===== src/rtl/mgs_pkg.sv =====
package mgs_pkg;

    typedef enum logic [1:0] {
        PH_OFF  = 2'd0,
        PH_WAKE = 2'd1,
        PH_RUN  = 2'd2
    } phase_t;

    typedef struct packed {
        logic dis;
        logic park;
    } gate_req_t;

    function automatic logic must_idle(input logic sleep_n, input logic por_busy);
        return (!sleep_n) || por_busy;
    endfunction

endpackage


===== src/rtl/mgs_sync.sv =====
module mgs_sync #(
    parameter int WIDTH  = 2,
    parameter int STAGES = 2
) (
    input  logic             clk,
    input  logic             rst,
    input  logic [WIDTH-1:0] d,
    output logic [WIDTH-1:0] q
);
    logic [WIDTH-1:0] chain [STAGES];

    generate
        for (genvar s = 0; s < STAGES; s++) begin : g_stage
            always_ff @(posedge clk) begin
                if (rst) chain[s] <= '0;
                else if (s == 0) chain[s] <= d;
                else chain[s] <= chain[(s == 0) ? 0 : s-1];
            end
        end
    endgenerate

    assign q = chain[STAGES-1];
endmodule


===== src/rtl/mgs_phase_ctrl.sv =====
module mgs_phase_ctrl
    import mgs_pkg::*;
#(
    parameter int WAKE_CYCLES = 1000
) (
    input  logic   clk,
    input  logic   rst,
    input  logic   sleep_n,
    input  logic   por_busy,
    output phase_t phase
);
    localparam int CW = $clog2(WAKE_CYCLES + 1);
    localparam logic [CW-1:0] LAST = CW'(WAKE_CYCLES - 1);

    logic [CW-1:0] cnt;

    always_ff @(posedge clk) begin
        if (rst) begin
            phase <= PH_OFF;
            cnt   <= '0;
        end else if (must_idle(sleep_n, por_busy)) begin
            phase <= PH_OFF;
            cnt   <= '0;
        end else begin
            unique case (phase)
                PH_OFF: begin
                    phase <= PH_WAKE;
                    cnt   <= '0;
                end
                PH_WAKE: begin
                    if (cnt == LAST) phase <= PH_RUN;
                    else cnt <= cnt + 1'b1;
                end
                default: phase <= PH_RUN;
            endcase
        end
    end

    AST_WAKE_BOUND: assert property (@(posedge clk) disable iff (rst)
        phase == PH_WAKE |-> cnt < CW'(WAKE_CYCLES));
    AST_RUN_VIA_WAKE: assert property (@(posedge clk) disable iff (rst)
        (phase == PH_RUN && $past(phase) != PH_RUN) |-> $past(phase) == PH_WAKE);
    AST_IDLE_GOES_OFF: assert property (@(posedge clk) disable iff (rst)
        (!sleep_n || por_busy) |=> phase == PH_OFF);
endmodule


===== src/rtl/mgs_gate.sv =====
module mgs_gate
    import mgs_pkg::*;
(
    input  logic   clk,
    input  logic   rst,
    input  logic   drv_disable,
    input  logic   park_n,
    input  logic   fault_s,
    input  phase_t phase,
    input  logic   step_pulse,
    output logic   bridge_en,
    output logic   home_req,
    output logic   step_ok,
    output logic   step_go
);
    gate_req_t req_q;

    always_ff @(posedge clk) begin
        if (rst) req_q <= '0;
        else begin
            req_q.dis  <= drv_disable;
            req_q.park <= !park_n;
        end
    end

    logic running;
    always_comb begin
        running   = (phase == PH_RUN);
        bridge_en = running && !req_q.dis && !req_q.park && !fault_s;
        home_req  = !running || req_q.park;
        step_ok   = running && !req_q.park;
        step_go   = step_ok && step_pulse;
    end

    AST_DISABLE_CUTS: assert property (@(posedge clk) disable iff (rst)
        drv_disable |=> !bridge_en);
    AST_PARK_HOLDS: assert property (@(posedge clk) disable iff (rst)
        !park_n |=> (home_req && !step_ok && !bridge_en));
    AST_FAULT_CUTS: assert property (@(posedge clk) disable iff (rst)
        fault_s |-> !bridge_en);
endmodule


===== src/rtl/motor_gate_seq.sv =====
module motor_gate_seq
    import mgs_pkg::*;
#(
    parameter int WAKE_CYCLES = 1000,
    parameter int SYNC_STAGES = 2
) (
    input  logic clk,
    input  logic rst,
    input  logic drv_disable,
    input  logic park_n,
    input  logic sleep_n,
    input  logic por_busy,
    input  logic ot_flag,
    input  logic uv_flag,
    input  logic step_pulse,
    output logic bridge_en,
    output logic home_req,
    output logic step_ok,
    output logic step_go
);
    localparam int NFLT = 2;

    logic [NFLT-1:0] flt_s;
    logic            fault_s;
    phase_t          phase;

    mgs_sync #(.WIDTH(NFLT), .STAGES(SYNC_STAGES)) u_sync (
        .clk(clk), .rst(rst), .d({ot_flag, uv_flag}), .q(flt_s)
    );

    assign fault_s = |flt_s;

    mgs_phase_ctrl #(.WAKE_CYCLES(WAKE_CYCLES)) u_phase (
        .clk(clk), .rst(rst), .sleep_n(sleep_n), .por_busy(por_busy), .phase(phase)
    );

    mgs_gate u_gate (
        .clk(clk), .rst(rst), .drv_disable(drv_disable), .park_n(park_n),
        .fault_s(fault_s), .phase(phase), .step_pulse(step_pulse),
        .bridge_en(bridge_en), .home_req(home_req), .step_ok(step_ok), .step_go(step_go)
    );

    AST_SLEEP_OFF: assert property (@(posedge clk) disable iff (rst)
        !sleep_n |=> (!bridge_en && home_req && !step_ok));
    AST_POR_OFF: assert property (@(posedge clk) disable iff (rst)
        por_busy |=> (!bridge_en && home_req && !step_ok));
    AST_RESET_STATE: assert property (@(posedge clk)
        rst |=> (!bridge_en && home_req && !step_ok));
endmodule


===== config.mk =====
export PLATFORM = sky130hd
export DESIGN_NAME = motor_gate_seq
export DESIGN_NICKNAME = d
export VERILOG_FILES = /design/src/rtl/mgs_pkg.sv /design/src/rtl/mgs_sync.sv /design/src/rtl/mgs_phase_ctrl.sv /design/src/rtl/mgs_gate.sv /design/src/rtl/motor_gate_seq.sv
export SDC_FILE = /design/constraint.sdc
export NUM_CORES = 1
export LEC_CHECK = 0
export BUFFER_PORTS_ARGS = -buffer_cell sky130_fd_sc_hd__buf_2
export CAP_MARGIN = 10
export CORE_MARGIN = 4
export CORE_UTILIZATION = 61
export CTS_BUF_LIST = sky130_fd_sc_hd__clkbuf_8
export DETAILED_ROUTE_END_ITERATION = 10
export PLACE_DENSITY = 0.85
export SKIP_CTS_REPAIR_TIMING = 1
export SYNTH_ARGS = -nofsm -noshare
export SYNTH_HDL_FRONTEND = slang
export SYNTH_SLANG_ARGS = --single-unit

===== constraint.sdc =====
create_clock -name clk -period 4.3 [get_ports clk]
set_input_delay 0.645 -clock clk [delete_from_list [all_inputs] [get_ports clk]]
set_output_delay 0.645 -clock clk [all_outputs]
set_load 0.01 [all_outputs]

==> results.yml <==
synthesis:
  ys_types: 33
  ys_ff_latch: 18
  synth_cells: 95
  synth.avg_cell_area_sq_um: 8.76
  ys_seq_area_frac: 0.433
  syn-num-nets: 105
  synthesis.area_sq_um: 832
  yosys_warnings: 0
floorplan:
  die_h_um: 44.9
  die_x_um: 44.9
  dieArea_sq_um: 2020
  rows: 13
  fp.coreArea_sq_um: 1280
  start_util: 0.648
  io_pins: 13
setup_path:
  critical_path_arrival_ns: 1.77
  crit_family: "flip-flops"
  slowest_delay_ns: 0.60
  cp-start-kind: "register"
  crit_type: "reg -> out"
  crit_buf_inv: 2
  crit_chain: "inv_1 -> or3_1 -> nor4_1 -> buf_2"
  endpoint_kind: "primary output"
  crit_slowest_cell: "dfxtp_1"
  required_ns: 3.65
  critPathMaxFanout: 15
clock_tree:
  path_clk_slew_ns: 0.07
  cts_tree: "built"
  clock-sinks: 18
  insertion_delay_ns: 0.25
  htree_levels: 1
  clk_path_buf_depth: 2
  root_buffer: "clkbuf_8"
  numCtsBuffers: 3
placed_design:
  place_hpwl_um: 1110
  gp_congestion: 0.862
  io_buffers: 12
  dpl-instance-area_sq_um: 891
final_layout:
  fin_nets: 119
  antenna_cells: 0
  drive_gt1_frac: 0.194
  fin_area_sq_um: 946
  syn_to_final_growth_pct: 13.7
flow_run:
  max_cap_violations: 0
timing:
  slew-limit-headroom: 0.692
  finalSetupViolCount: 0
  min_period_over_period: 0.562
  rsz0062_at_grt: "no"
  slew_violations: 0
  timing.setup.tns_ns: 0
  period_minus_slack_ns: 2.42
  hold_viol_final: 0
  skew_ns: 0.00183
  tightest_slew_ns: 0.463
  hold_slack_ns: 0.442
  max_freq_mhz: 414
routing:
  routedWlPerCell_um: 13.4
  first_pass_iters: 4
  antenna_left: 0
  vias_per_cell: 5.93
  drc: 0
  dr.first_iter.drc_count: 13
  vias: 729
  finalWirelength_um: 1650
power_and_ir_drop:
  powerDensity_nw_per_um2: 340
  ir_drop_uv: 262
  p_leak_nw: 0.334
global_route:
  grt_pass1_wl_um: 2640
  grt_pass1_vias: 582
  grt_overflow_total: 0
  antenna_found_initial: 0
  grt_usage: 0.178
  grt_max_degree: 16
worst_hold_path:
  hold_path_class: "reg -> reg"
run_status:
  outcome: "finished, final reports clean"
==> cell usage after synthesis <==
cell | n | share of area
nand2_2 | 1 | 0.0075
ha_1 | 1 | 0.015
nand2_1 | 8 | 0.036
a21o_1 | 2 | 0.018
mux2i_1 | 1 | 0.012
or2b_1 | 1 | 0.0090
o21ai_0 | 5 | 0.030
buf_2 | 1 | 0.0060
or3_1 | 3 | 0.023
nand3_1 | 2 | 0.012
nand2b_1 | 2 | 0.015
or4_1 | 3 | 0.027
inv_1 | 2 | 0.0090
nor3_1 | 3 | 0.018
and4_2 | 1 | 0.012
o31a_2 | 1 | 0.012
or2_1 | 1 | 0.0075
dfxtp_1 | 18 | 0.43
and2_1 | 1 | 0.0075
buf_4 | 2 | 0.018
nor2b_1 | 6 | 0.045
a21oi_1 | 6 | 0.036
nor4_4 | 1 | 0.026
nand3_2 | 1 | 0.012
nand4_1 | 2 | 0.015
nor2_1 | 7 | 0.032
a211oi_1 | 2 | 0.018
or3b_1 | 1 | 0.011
o21a_1 | 1 | 0.0090
o211ai_1 | 1 | 0.0090
and3_1 | 1 | 0.0075
a31oi_1 | 4 | 0.030
nor4_1 | 3 | 0.023
==> layout make-up <==
cell class | count | area (sq um)
clock buffer | 4 | 55.1
tap | 15 | 18.8
inverter | 2 | 7.51
fill | 97 | 339
timing repair buffer | 12 | 60.1
multi-input combinational | 72 | 444
sequential | 18 | 360
==> worst register-to-register path, stage by stage (launching register included) <==
cell and delay, ns:
dfxtp_1 0.43, ha_1 0.27, and4_2 0.27, nand4_1 0.12, or3_1 0.32, a31oi_1 0.15
==> path summary, 6_finish.rpt <==
check        depth (start not counted)  slack (ns)                     startpoint                       endpoint
max reg2reg                          5        2.65    u_phase.cnt[0]$_SDFFE_PP0P_    u_phase.cnt[8]$_SDFFE_PP0P_
min                                  1        0.44  u_sync.chain[0][1]$_SDFF_PP0_  u_sync.chain[1][1]$_SDFF_PP0_
min reg2reg                          1        0.44  u_sync.chain[0][1]$_SDFF_PP0_  u_sync.chain[1][1]$_SDFF_PP0_
max                                  4        1.88  u_phase.phase[1]$_SDFFE_PP0P_                      bridge_en
==> where the power goes <==
| group | internal [W] | total, W | switching, W |
|---|---|---|---|
| clock network | 0.0000814 | 0.000139 | 0.0000578 |
| registers | 0.000170 | 0.000172 | 0.00000227 |
| logic | 0.00000550 | 0.0000104 | 0.00000491 |
| total | 0.000257 | 0.000322 | 0.0000649 |
==> cell families (layout without fill, tap and decap cells) <==
family | after synthesis | after routing | synth area share
AOI/OAI and AO/OA | 22 | 22 | 0.162
adders and majority gates | 1 | 1 | 0.0150
buffers and inverters | 5 | 18 | 0.0331
DFF | 18 | 18 | 0.433
muxes | 1 | 1 | 0.0120
and+or+nand+nor | 48 | 48 | 0.344
==> layer usage <==
layer  vias to the layer above  routed length [um]  GRT usage
met5                         -                   0          0
met4                         0                  44      0.123
met3                         6                  91     0.0398
met2                        19                 732      0.243
met1                       328                 785      0.245
li1                        376                   -          -
==> placed cells by master (no fill, tap or decap) <==
cell type and count:
and4_2 1, buf_2 12, or4_1 3, dfxtp_1 18
and3_1 1, a21o_1 2, and2_1 1, nand2_1 8
clkbuf_8 4, nand4_1 2, nor4_4 1, nand2b_1 2
a211oi_1 2, o211ai_1 1, or2b_1 1, o21ai_0 5
or3_1 3, ha_1 1, nand3_2 1, nor3_1 3
mux2i_1 1, or2_1 1, o31a_2 1, a21oi_1 6
nor4_1 3, o21a_1 1, nor2b_1 6, inv_1 2
nor2_1 7, nand2_2 1, a31oi_1 4, or3b_1 1
nand3_1 2
==> metrics by stage <==
stage / power [W] / setup WS (ns) / utilization / cells
finish: 0.000322 / 1.88 / 0.736 / 123
CTS: 0.000324 / 1.89 / 0.736 / 123
detailed placement: 0.000186 / 2.19 / 0.693 / 119
floorplan: 0.000181 / 2.42 / - / 95
global placement: 0.000186 / 2.24 / 0.693 / 119
global route: 0.000336 / 1.76 / 0.736 / 123
==> registers in the layout, indices dropped and copies added, names as in the netlist <==
| register | flops |
|---|---|
| u_sync.chain | 4 |
| u_phase.phase | 2 |
| u_gate.req_q | 2 |
| u_phase.cnt | 10 |
No activity file was read; power rests on OpenSTA's default activity.
